**config.mk**
```make
export PLATFORM = sky130hd
export DESIGN_NAME = safety_err_agg
export DESIGN_NICKNAME = d
export VERILOG_FILES = /design/src/rtl/safety_agg_pkg.sv /design/src/rtl/err_latch.sv /design/src/rtl/err_summary.sv /design/src/rtl/safety_err_agg.sv
export SDC_FILE = /design/constraint.sdc
export NUM_CORES = 1
export LEC_CHECK = 0
export BUFFER_PORTS_ARGS = -buffer_cell sky130_fd_sc_hd__buf_2
export CORE_MARGIN = 4
export CORE_UTILIZATION = 52
export DETAILED_ROUTE_END_ITERATION = 8
export PLACE_DENSITY = 0.83
export SYNTH_ARGS = -nofsm -noshare
export SYNTH_HDL_FRONTEND = slang
export SYNTH_SLANG_ARGS = --single-unit
export TNS_END_PERCENT = 10
```
**constraint.sdc**
```tcl
create_clock -name clk_i -period 3.3 [get_ports clk_i]
set_input_delay 0.66 -clock clk_i [delete_from_list [all_inputs] [get_ports clk_i]]
set_output_delay 0.66 -clock clk_i [all_outputs]
set_load 0.02 [all_outputs]
```
**src/rtl/safety_agg_pkg.sv**
```systemverilog
package safety_agg_pkg;
    parameter int DW     = 32;
    parameter int AW     = 3;
    parameter int NQMEM  = 4;
    localparam int QW    = 4 * NQMEM;
    localparam int NEN   = NQMEM + 1;

    localparam logic [DW-1:0] MAC_DP_MASK  = 32'h0000_00FF;
    localparam logic [DW-1:0] MAC_TMO_MASK = 32'h000F_FF00;
    localparam logic [DW-1:0] MAC_PAR_MASK = 32'h0100_0000;
    localparam logic [DW-1:0] MAC_MASK     = MAC_DP_MASK | MAC_TMO_MASK | MAC_PAR_MASK;

    localparam logic [AW-1:0] A_MAC  = 3'd0;
    localparam logic [AW-1:0] A_QST  = 3'd1;
    localparam logic [AW-1:0] A_DST  = 3'd2;
    localparam logic [AW-1:0] A_QSUM = 3'd3;
    localparam logic [AW-1:0] A_DSUM = 3'd4;
    localparam logic [AW-1:0] A_CTRL = 3'd5;
    localparam logic [AW-1:0] A_CIE  = 3'd6;

    typedef struct packed {
        logic           tmo_en;
        logic           par_en;
        logic [NEN-1:0] ecc_en;
        logic [NEN-1:0] cie;
    } ctrl_t;
endpackage

```
**src/rtl/err_latch.sv**
```systemverilog
module err_latch #(
    parameter int          W    = 32,
    parameter logic [W-1:0] MASK = '1
) (
    input  logic         clk_i,
    input  logic         rst_ni,
    input  logic [W-1:0] set_i,
    input  logic [W-1:0] en_i,
    input  logic [W-1:0] clr_i,
    output logic [W-1:0] stat_o
);
    typedef struct packed {
        logic [W-1:0] stat;
    } st_t;

    st_t st_d, st_q;

    // set after clear, so a pulse in a clearing cycle survives
    always_comb begin
        st_d      = st_q;
        st_d.stat = (st_q.stat & ~clr_i) | (set_i & en_i & MASK);
    end

    always_ff @(posedge clk_i or negedge rst_ni) begin
        if (!rst_ni) st_q <= '0;
        else         st_q <= st_d;
    end

    assign stat_o = st_q.stat;
endmodule

```
**src/rtl/err_summary.sv**
```systemverilog
module err_summary
    import safety_agg_pkg::*;
(
    input  logic [DW-1:0]      mac_stat_i,
    input  logic [3*NQMEM-1:0] q_trip_i,
    input  logic [2:0]         dma_stat_i,
    input  logic [NEN-1:0]     cie_i,
    output logic [2:0]         qsum_o,
    output logic [4:0]         dsum_o,
    output logic               irq_o
);
    logic [NQMEM-1:0] q_corr, q_unc;
    logic [NEN-1:0]   corr_irq;
    logic             mac_any, d_corr, d_unc;

    for (genvar m = 0; m < NQMEM; m++) begin : g_mem
        assign q_corr[m]   = q_trip_i[3*m];
        assign q_unc[m]    = q_trip_i[3*m+1] | q_trip_i[3*m+2];
        assign corr_irq[m] = q_corr[m] & cie_i[m];
    end

    assign d_corr          = dma_stat_i[0];
    assign d_unc           = dma_stat_i[1] | dma_stat_i[2];
    assign corr_irq[NQMEM] = d_corr & cie_i[NQMEM];
    assign mac_any         = |mac_stat_i;

    assign qsum_o = {|q_unc, |q_corr, mac_any};
    assign dsum_o = {d_unc, d_corr, |q_unc, |q_corr, mac_any};
    assign irq_o  = mac_any | (|q_unc) | d_unc | (|corr_irq);
endmodule

```
**src/rtl/safety_err_agg.sv**
```systemverilog
module safety_err_agg
    import safety_agg_pkg::*;
(
    input  logic          clk_i,
    input  logic          rst_ni,
    input  logic [DW-1:0] mac_err_i,
    input  logic [QW-1:0] qmem_err_i,
    input  logic [2:0]    dma_err_i,
    input  logic          reg_we_i,
    input  logic [AW-1:0] reg_addr_i,
    input  logic [DW-1:0] reg_wdata_i,
    output logic [DW-1:0] reg_rdata_o,
    output logic          irq_o
);
    ctrl_t ctrl_d, ctrl_q;

    logic [DW-1:0]      mac_en, mac_clr, mac_stat;
    logic [QW-1:0]      q_en, q_clr, q_stat;
    logic [2:0]         dma_clr, dma_stat;
    logic               dma_en;
    logic [3*NQMEM-1:0] q_trip;
    logic [2:0]         qsum;
    logic [4:0]         dsum;

    localparam logic [QW-1:0] Q_MASK = {NQMEM{4'b0111}};

    // write strobes and enables
    always_comb begin
        ctrl_d = ctrl_q;
        if (reg_we_i && reg_addr_i == A_CTRL) begin
            ctrl_d.ecc_en = reg_wdata_i[NEN-1:0];
            ctrl_d.par_en = reg_wdata_i[8];
            ctrl_d.tmo_en = reg_wdata_i[9];
        end
        if (reg_we_i && reg_addr_i == A_CIE) ctrl_d.cie = reg_wdata_i[NEN-1:0];

        mac_clr = (reg_we_i && reg_addr_i == A_MAC) ? reg_wdata_i : '0;
        q_clr   = (reg_we_i && reg_addr_i == A_QST) ? reg_wdata_i[QW-1:0] : '0;
        dma_clr = (reg_we_i && reg_addr_i == A_DST) ? reg_wdata_i[2:0] : '0;

        mac_en  = MAC_DP_MASK | ({DW{ctrl_q.tmo_en}} & MAC_TMO_MASK)
                              | ({DW{ctrl_q.par_en}} & MAC_PAR_MASK);
    end

    always_ff @(posedge clk_i or negedge rst_ni) begin
        if (!rst_ni) ctrl_q <= '0;
        else         ctrl_q <= ctrl_d;
    end

    for (genvar m = 0; m < NQMEM; m++) begin : g_qen
        assign q_en[4*m +: 4]   = {4{ctrl_q.ecc_en[m]}};
        assign q_trip[3*m +: 3] = q_stat[4*m +: 3];
    end
    assign dma_en = ctrl_q.ecc_en[NQMEM];

    err_latch #(.W(DW), .MASK(MAC_MASK)) u_mac (
        .clk_i(clk_i), .rst_ni(rst_ni), .set_i(mac_err_i),
        .en_i(mac_en), .clr_i(mac_clr), .stat_o(mac_stat));

    err_latch #(.W(QW), .MASK(Q_MASK)) u_qmem (
        .clk_i(clk_i), .rst_ni(rst_ni), .set_i(qmem_err_i),
        .en_i(q_en), .clr_i(q_clr), .stat_o(q_stat));

    err_latch #(.W(3), .MASK(3'b111)) u_dma (
        .clk_i(clk_i), .rst_ni(rst_ni), .set_i(dma_err_i),
        .en_i({3{dma_en}}), .clr_i(dma_clr), .stat_o(dma_stat));

    err_summary u_sum (
        .mac_stat_i(mac_stat), .q_trip_i(q_trip), .dma_stat_i(dma_stat),
        .cie_i(ctrl_q.cie), .qsum_o(qsum), .dsum_o(dsum), .irq_o(irq_o));

    always_comb begin
        reg_rdata_o = '0;
        case (reg_addr_i)
            A_MAC:  reg_rdata_o = mac_stat;
            A_QST:  reg_rdata_o[QW-1:0] = q_stat;
            A_DST:  reg_rdata_o[2:0] = dma_stat;
            A_QSUM: reg_rdata_o[2:0] = qsum;
            A_DSUM: reg_rdata_o[4:0] = dsum;
            A_CTRL: begin
                reg_rdata_o[NEN-1:0] = ctrl_q.ecc_en;
                reg_rdata_o[8]       = ctrl_q.par_en;
                reg_rdata_o[9]       = ctrl_q.tmo_en;
            end
            A_CIE:  reg_rdata_o[NEN-1:0] = ctrl_q.cie;
            default: reg_rdata_o = '0;
        endcase
    end
endmodule

```
## Word-level counts from Yosys, hierarchy flattened

Cells that the tools add are included.

| word-level totals | value |
|---|---|
| flip-flop bits (word level) | 63 |
| input port bits | 89 |

| operators by class | value |
|---|---|
| equal/unequal tests | 6 |
| mux-type cells | 9 |
| bitwise gates (word level) | 26 |
| reduce and logical (&&, ||, !) cells | 11 |

Operators with widths:

| cell | count |
|---|---|
| $and 32x32->32 | 1 |
| $mux 16 | 2 |
| $mux 32 | 1 |
| $not 32->32 | 1 |
| $or 32x25->32 | 1 |
| $reduce_or 32->1 | 1 |
| $and 25x25->25 | 1 |
| $or 20x25->25 | 1 |
| $pmux 3 s6 | 1 |
| $and 16x16->16 | 1 |
| $not 16->16 | 1 |
| $or 16x15->16 | 1 |
| $and 15x15->15 | 1 |
| $pmux 6 s2 | 1 |
| $pmux 2 s5 | 1 |
| $eq 3x3->1 const B | 3 |
| $or 1x1->1 | 8 |
| $reduce_or 4->1 | 2 |
| $and 3x3->3 | 2 |
| $eq 3x2->1 const B | 2 |
| $pmux 2 s3 | 1 |
| $pmux 3 s2 | 1 |
| $and 1x1->1 | 5 |
| $logic_and 1x1->1 | 5 |
| 7 further kinds | 7 |

## Longest topological paths before layout

Gate-level depths: netlist of the first run.

| depth | value |
|---|---|
| word-level depth | 6 |
| depth in mapped cells | 7 |

## Cells and area by module

A second synthesis of the first run with hierarchy kept.

| unflattened totals | value |
|---|---|
| cells, all modules | 381 |
| area, all modules | 3667.3 sq um |

Modules (own cells, without submodules):

| module | times used | cells each | area an instance (sq um) | sequential area each (sq um) |
|---|---|---|---|---|
| safety_err_agg | 1 | 180 | 1507.7 | 300.3 |
| err_latch (u_mac) | 1 | 106 | 1211.2 | 800.8 |
| err_latch (u_qmem) | 1 | 56 | 620.6 | 400.4 |
| err_summary | 1 | 27 | 203.9 | 0.0 |
| err_latch (u_dma) | 1 | 12 | 123.9 | 75.1 |

## Least setup slack after synthesis of the first run

Ideal clock, no wire load.

| path | value |
|---|---|
| kind | in2out |
| from | input reg_addr_i[2] |
| to | output reg_rdata_o[10] |
| data arrival time | 1.750 ns |
| required time | 2.640 ns |
| setup slack | 0.890 ns |
| stages on the path | 5 |
| cells stage by stage | buf_2 > buf_4 > or2_2 > clkbuf_1 > nor2_1 |

| on the way | value |
|---|---|
| longest elaborated chain between the ends | 2 |
| elaborated cells on any way between the ends | 3 |
| classes of those cells | eq/ne: 1; mux: 1; reduce/logical: 1 |

RTL lines:

| element | RTL line | source |
|---|---|---|
| start, declared | safety_err_agg.sv:10 | `input logic [AW-1:0] reg_addr_i,` |
| $eq 3x1->1 or $logic_not 3->1 (tied branches) | safety_err_agg.sv:74 | `case (reg_addr_i)` |
| $pmux 6 s2 (*) | safety_err_agg.sv:74 |  |
| end, declared | safety_err_agg.sv:12 | `output logic [DW-1:0] reg_rdata_o,` |

Mark *: on every way between the ends. The rest lies on a longest branch, timed or not.

## Final worst setup path of the first run

| path | value |
|---|---|
| from | input reg_addr_i[0] |
| to | output reg_rdata_o[0] |

| on the way | value |
|---|---|
| longest elaborated chain between the ends | 3 |
| elaborated cells on any way between the ends | 9 |
| classes of those cells | eq/ne: 6; mux: 1; reduce/logical: 2 |

RTL lines:

| element | RTL line |
|---|---|
| $eq 3x3->1 or $eq 3x2->1 (tied branches) | safety_err_agg.sv:74 |
| $reduce_or 2->1 (no source line) | -- |
| $pmux 3 s6 (*) | safety_err_agg.sv:74 |

Marks and branches as above.

==> metrics.yaml, run 1 <==
global_routing:
  grtUsageTotal: 0.2433
  grt_overflow: 0
  grt_pass1_wl_um: 13660
  antenna_found_initial: 0
  grt_max_degree: 32
  grt_pass1_vias: 2775
drt:
  wl_per_cell_um: 18.23
  vias: 2709
  drt_iter0_drc: 200
  drt-total-wl_um: 8477
  viasPerCell: 5.826
  dr.pass1.iters: 4
  drc_errors: 0
  ant_nets: 0
placement:
  io_buffers: 106
  dp_cells: 449
  dp_hpwl_um: 6290
  gp_congestion: 0.8730
cts:
  cts.sinks: 63
  cts_buffers: 9
  hold_buffers: 0
  cts_tree: "yes"
  htree_num_levels: 3
  clock_latency_ps: 330
  clock-root-buffer: "clkbuf_8"
  clk_pin_slew_worst_paths_ps: 60
  postCtsResizedCells: 0
  cts_setup_buffers: 0
  ctsLongestPathBuffers: 2
finish:
  drive_gt1_frac: 0.3766
  final_net_count: 477
  fin_cells: 465
  utilization: 0.6834
  nFillCells: 463
  area_growth_pct: 25.33
  diodes: 0
synthesis:
  synth_area_um2: 3058
  synth_top_cell_by_area: "dfrtp_1"
  synth_nets: 369
  syn_inst: 280
  synth_edf_count: 0
  syn_area_per_cell_um2: 10.92
  synthArstFlopShare: 1.000
  synthTopCellsByArea: "dfrtp_1 52%, a22o_1 8.3%, mux2_2 5.9%"
  synth_cell_types: 33
  ys_ff_latch: 63
  synth_top_area_frac: 0.5155
  ys.flop_type: "dfrtp_1"
  yosys_warnings: 0
  ys_seq_area_frac: 0.5155
timing:
  slew-limit-headroom: 0.5691
  period_needed_ps: 2750
  fin_hold_ws_ps: 123.4
  fmax_mhz: 363.6
  tightest_slew_ps: 646.3
  setup_viol: 0
  setup-tns-final_ps: 0
  slew_viol_final: 0
  hold_viol_final: 0
  fin_crit_sh: 0.8333
  skew_ps: 5.198
  rsz0062_at_grt: "no"
flow_run:
  drv_cap: 0
pwr:
  p_per_area_nw_per_um2: 502.4
  ir_worst_vdd_mv: 0.3007
  p_leak_nw: 1.837
floorplanning:
  initial_utilization: 0.5453
  die_x_um: 84.69
  num_rows: 27
  dieArea_um2: 7172
  boundaryPins: 122
  die_y_um: 84.69
  core_area_um2: 5608
worst_hold_path:
  hold_class: "input pin to async pin"
critical_path:
  critical_path.slowest_cell: "buf_2"
  reg2reg_slack_ps: 2290
  startpoint_type: "input pin"
  crit_chain: "buf_2, and2b_1, a221oi_1, o22ai_1, buf_2"
  path_max_fanout: 24
  path_class: "input pin to output port"
  end_kind: "output port"
  cp.arrival_ps: 2090
  crit_required_ps: 2640
  crit_top_cell: "buf_2"
  max_stage_delay_ps: 460
outcome:
  outcome: "complete, no violations"
[metal layers]
metal / track usage / vias up / wire [um]
li1: - / 1236 / -
met1: 0.3144 / 1318 / 3504
met2: 0.3808 / 135 / 4119
met3: 0.07066 / 20 / 663
met4: 0.1079 / 0 / 190
met5: 0 / - / 0
[state kept, by name (all words and copies together), names as in the netlist]
| signal | cells |
|---|---|
| u_mac.stat_o | 32 |
| u_dma.stat_o | 3 |
| u_qmem.stat_o | 16 |
| ctrl_q | 12 |
[area by class of cell]
class                           instances  area (um2)  share of cell area
Clock buffer                           13       168.9             0.04407
Clock inverter                          3       40.04             0.01045
Inverter                                2       7.507            0.001959
Multi-Input combinational cell        201        1381              0.3604
Sequential cell                        63        1577              0.4114
Tap cell                               72       90.09             0.02351
Timing Repair Buffer                  111       568.0              0.1482
[path summary, 6_finish.rpt]
check / depth (start not counted) / to / start
min in group clk_i: 2 / u_mac.stat_o[7] / mac_err_i[7]
hold reg to reg: 1 / u_mac.stat_o[7] / u_mac.stat_o[7]
hold / removal: 1 / u_mac.stat_o[26] / rst_ni
max in group asynchronous: 2 / ctrl_q[8] / rst_ni
setup reg to reg: 1 / ctrl_q[11] / ctrl_q[11]
setup / recovery: 5 / reg_rdata_o[0] / reg_addr_i[0]
[logic make-up (layout without fill, tap and decap cells)]
kind of cell,after synthesis,in the layout,share of synthesized area
AND/OR/NAND/NOR,102,102,0.1608
buffers and inverters,16,129,0.03273
flip-flops,63,63,0.5155
multiplexers,30,30,0.1129
AO/OA/AOI/OAI,69,69,0.1780
[where the power goes]
| part | switching [mW] | internal (mW) | leakage [nW] |
|---|---|---|---|
| clock | 0.276 | 0.408 | 0.109 |
| combinational | 0.149 | 0.151 | 1.04 |
| sequential | 0.0923 | 0.850 | 0.688 |
[worst max-delay path: cells and delay by family]
kind,cells,cell delay [ps]
AND/OR/NAND/NOR,1,300
buffers and inverters,2,640
AO/OA/AOI/OAI,2,480
[per-stage QoR]
step,setup WS (ps),power [mW],instance area (um2)
floorplan,890.0,1.104,3058
finish,550.0,1.925,3832
global route,447.8,2.013,3832
CTS,591.4,1.934,3832
global placement,602.3,1.235,3623
detailed placement,600.4,1.248,3623
[cell usage after synthesis, types with 2 or more instances]
| master | instances |
|---|---|
| nand2_1 | 42 |
| inv_1 | 2 |
| a22oi_1 | 4 |
| or2_2 | 2 |
| a21oi_1 | 4 |
| buf_6 | 3 |
| mux2i_1 | 12 |
| clkbuf_1 | 3 |
| nor4_1 | 11 |
| nand4_1 | 2 |
| a21boi_0 | 15 |
| mux4_2 | 2 |
| a2111oi_0 | 2 |
| o22ai_1 | 2 |
| a22o_1 | 29 |
| buf_4 | 3 |
| nor2_1 | 18 |
| and2_1 | 17 |
| a211oi_1 | 2 |
| nand3_1 | 3 |
| mux2_2 | 16 |
| buf_2 | 5 |
| dfrtp_1 | 63 |
| and3_1 | 2 |
| a21o_1 | 8 |
[cell usage in the layout (no fill, tap or decap), types with 2 or more instances in the layout]
master / Yosys / final
mux2_2: 16 / 16
mux2i_1: 12 / 12
nor2_1: 18 / 18
nand3_1: 3 / 3
nand4_1: 2 / 2
a21o_1: 8 / 8
buf_4: 3 / 5
dfrtp_1: 63 / 63
a21boi_0: 15 / 15
a2111oi_0: 2 / 2
and3_1: 2 / 2
a22oi_1: 4 / 4
o22ai_1: 2 / 2
nand2_1: 42 / 42
inv_1: 2 / 2
and2_1: 17 / 17
or2_2: 2 / 2
clkinv_2: 0 / 2
nor4_1: 11 / 11
a21oi_1: 4 / 4
buf_2: 5 / 106
a22o_1: 29 / 29
clkbuf_8: 0 / 12
a211oi_1: 2 / 2
mux4_2: 2 / 2
Power figures use the tool's default switching activity.
==> run 2: changes to the inputs <==
--- a/config.mk
+++ b/config.mk
@@ -7,9 +7,9 @@
 export LEC_CHECK = 0
 export BUFFER_PORTS_ARGS = -buffer_cell sky130_fd_sc_hd__buf_2
 export CORE_MARGIN = 4
-export CORE_UTILIZATION = 52
+export CORE_UTILIZATION = 44
 export DETAILED_ROUTE_END_ITERATION = 8
-export PLACE_DENSITY = 0.83
+export PLACE_DENSITY = 0.75
 export SYNTH_ARGS = -nofsm -noshare
 export SYNTH_HDL_FRONTEND = slang
 export SYNTH_SLANG_ARGS = --single-unit
==> constraint.sdc (replaced) <==
create_clock -name clk_i -period 2.45 [get_ports clk_i]
set_input_delay 0.49 -clock clk_i [delete_from_list [all_inputs] [get_ports clk_i]]
set_output_delay 0.49 -clock clk_i [all_outputs]
set_load 0.02 [all_outputs]
==> metrics.yaml, run 2 (same netlist as run 1, synthesis figures left out) <==
global_routing:
  antenna_found_initial: 0  # unchanged
  grt_pass1_wl_um: 13670  # was 13660 um
  grt_max_degree: 33  # was 32
  grt_pass1_vias: 2652  # was 2775
  grt_overflow: 0  # unchanged
  grtUsageTotal: 0.2099  # was 0.2433
floorplanning:
  dieArea_um2: 8348  # was 7172 um2
  die_x_um: 91.37  # was 84.69 um
  num_rows: 30  # was 27
  die_y_um: 91.37  # was 84.69 um
  initial_utilization: 0.4526  # was 0.5453
  boundaryPins: 122  # unchanged
  core_area_um2: 6756  # was 5608 um2
placement:
  dp_hpwl_um: 6362  # was 6290 um
  place_area_um2: 3681  # was 3623 um2
  dp_cells: 460  # was 449
  io_buffers: 106  # unchanged
  gp_congestion: 0.8616  # was 0.8730
timing:
  setup-tns-final_ps: 0  # unchanged
  slew_viol_final: 0  # unchanged
  fmax_mhz: 426.0
  tightest_slew_ps: 734.0  # was 646.3 ps
  skew_ps: 3.618  # was 5.198 ps
  slew-limit-headroom: 0.5107  # was 0.5691
  rsz0062_at_grt: "no"  # unchanged
  setup_viol: 0  # unchanged
  period_needed_ps: 2347
  hold_viol_final: 0  # unchanged
  fin_crit_sh: 0.9580
flow_run:
  drv_cap: 0  # unchanged
finish:
  final_cell_mix: "106 x buf_2, 63 x dfrtp_1, 41 x nand2_1"  # was 106 x buf_2, 63 x dfrtp_1, 42 x nand2_1
  final_net_count: 481  # was 477
  fin_cells: 475  # was 465
  diodes: 0  # unchanged
  regArea_um2: 1577  # unchanged
  nFillCells: 612  # was 463
  multi_input_area_um2: 1424  # was 1381 um2
  area_growth_pct: 27.37  # was 25.33%
  design_area_um2: 3895  # was 3832 um2
  largest_register_ffs: 32  # unchanged
  layout_commonest_cell: "buf_2"  # unchanged
  utilization: 0.5765  # was 0.6834
  drive_gt1_frac: 0.3873  # was 0.3766
critical_path:
  path_class: "flop to output port"  # was input pin to output port
  critical_path.slowest_cell: "dfrtp_1"  # was buf_2
  end_kind: "output port"  # unchanged
  cp.arrival_ps: 1860  # was 2090 ps
  max_stage_delay_ps: 420  # was 460 ps
  path_max_fanout: 3  # was 24
  crit_required_ps: 1960  # was 2640 ps
  startpoint_type: "flop"  # was input pin
  crit_chain: "nor4_4, nand2_2, a2111oi_4, nand2_1, buf_2"  # was buf_2, and2b_1, a221oi_1, o22ai_1, buf_2
drt:
  wl_per_cell_um: 17.78  # was 18.23 um
  drc_errors: 0  # unchanged
  dr.pass1.iters: 4  # unchanged
  drt-total-wl_um: 8444  # was 8477 um
  vias: 2601  # was 2709
  drt_iter0_drc: 114  # was 200
  ant_nets: 0  # unchanged
  viasPerCell: 5.476  # was 5.826
outcome:
  outcome: "complete, no violations"  # unchanged
cts:
  ctsLongestPathBuffers: 2  # unchanged
  hold_buffers: 0  # unchanged
  cts_tree: "yes"  # unchanged
  htree_num_levels: 3  # unchanged
  clk_pin_slew_worst_paths_ps: 60  # about the same
  cts.sinks: 63  # unchanged
  cts_buffers: 9  # unchanged
  clock_latency_ps: 330  # about the same
  clock-root-buffer: "clkbuf_8"  # unchanged
pwr:
  p_leak_nw: 1.851  # was 1.837 nW
  ir_worst_vdd_mv: 0.2618  # was 0.3007 mV
  power_mw: 2.459  # was 1.925 mW
  p_per_area_nw_per_um2: 631.4  # was 502.4 nW/um2
worst_hold_path:
  hold_class: "input pin to async pin"  # unchanged
run 2: cell types whose count changed in the layout (fill, tap and decap cells not counted), sizes merged:
cell	delta
buf	+4
bufinv	-1
clkinv	-1
run 2: area by class of cell:
cell class,instances,share of cell area
Clock buffer,13,0.04080
Clock inverter,1,0.001285
Inverter,2,0.001927
Multi-Input combinational cell,201,0.3656
Sequential cell,63,0.4048
Tap cell,80,0.02570
Timing Repair Buffer,115,0.1600
run 2: repair_timing:
item,4_1_cts,5_1_grt
pin swaps,0,1
setup buffers,0,1
gates cloned,0,0
gates resized for setup,2,5
endpoints found under the setup margin,1,1
run 2: layer usage:
layer / wire (um) / GRT usage / vias to the layer above
met5: 0 / 0 / -
met4: 161 / 0.08668 / 0
met3: 447 / 0.03977 / 11
met2: 4177 / 0.3366 / 77
met1: 3657 / 0.2790 / 1268
li1: - / - / 1245
run 2: path summary, 6_finish.rpt:
check | slack, ps | from | cells after the start | to
setup / recovery | 100 | u_qmem.stat_o[13] | 5 | irq_o
max in group asynchronous | 1610 | rst_ni | 2 | ctrl_q[6]
hold reg to reg | 520 | u_mac.stat_o[1] | 1 | u_mac.stat_o[1]
hold / removal | 210 | rst_ni | 1 | u_mac.stat_o[20]
min in group clk_i | 330 | mac_err_i[2] | 2 | u_mac.stat_o[2]
setup reg to reg | 1440 | ctrl_q[11] | 1 | ctrl_q[11]
run 2: metrics by stage:
stage / setup WS (ps) / hold slack [ps]
6_report: 102.8 / 209.3
5_1_grt: 22.87 / 263.5
4_1_cts: 24.26 / 230.7
3_5_place_dp: 214.5 / 506.7
3_3_place_gp: 201.4 / 508.8
2_1_floorplan: 380.0 / 194.4
run 2: power by group:
group	total, mW	internal, mW	switching, mW	leakage [nW]
Combinational	0.410	0.211	0.199	1.08
Clock	0.771	0.410	0.361	0.0854
Sequential	1.28	1.14	0.133	0.688
Total	2.46	1.77	0.693	1.85
run 2: worst max-delay path: cells and delay by family, from the launching register on:
family / cells / cell delay (ps)
AOI/OAI and AO/OA: 1 / 320
DFF: 1 / 420
and+or+nand+nor: 3 / 620
buffers and inverters: 1 / 170
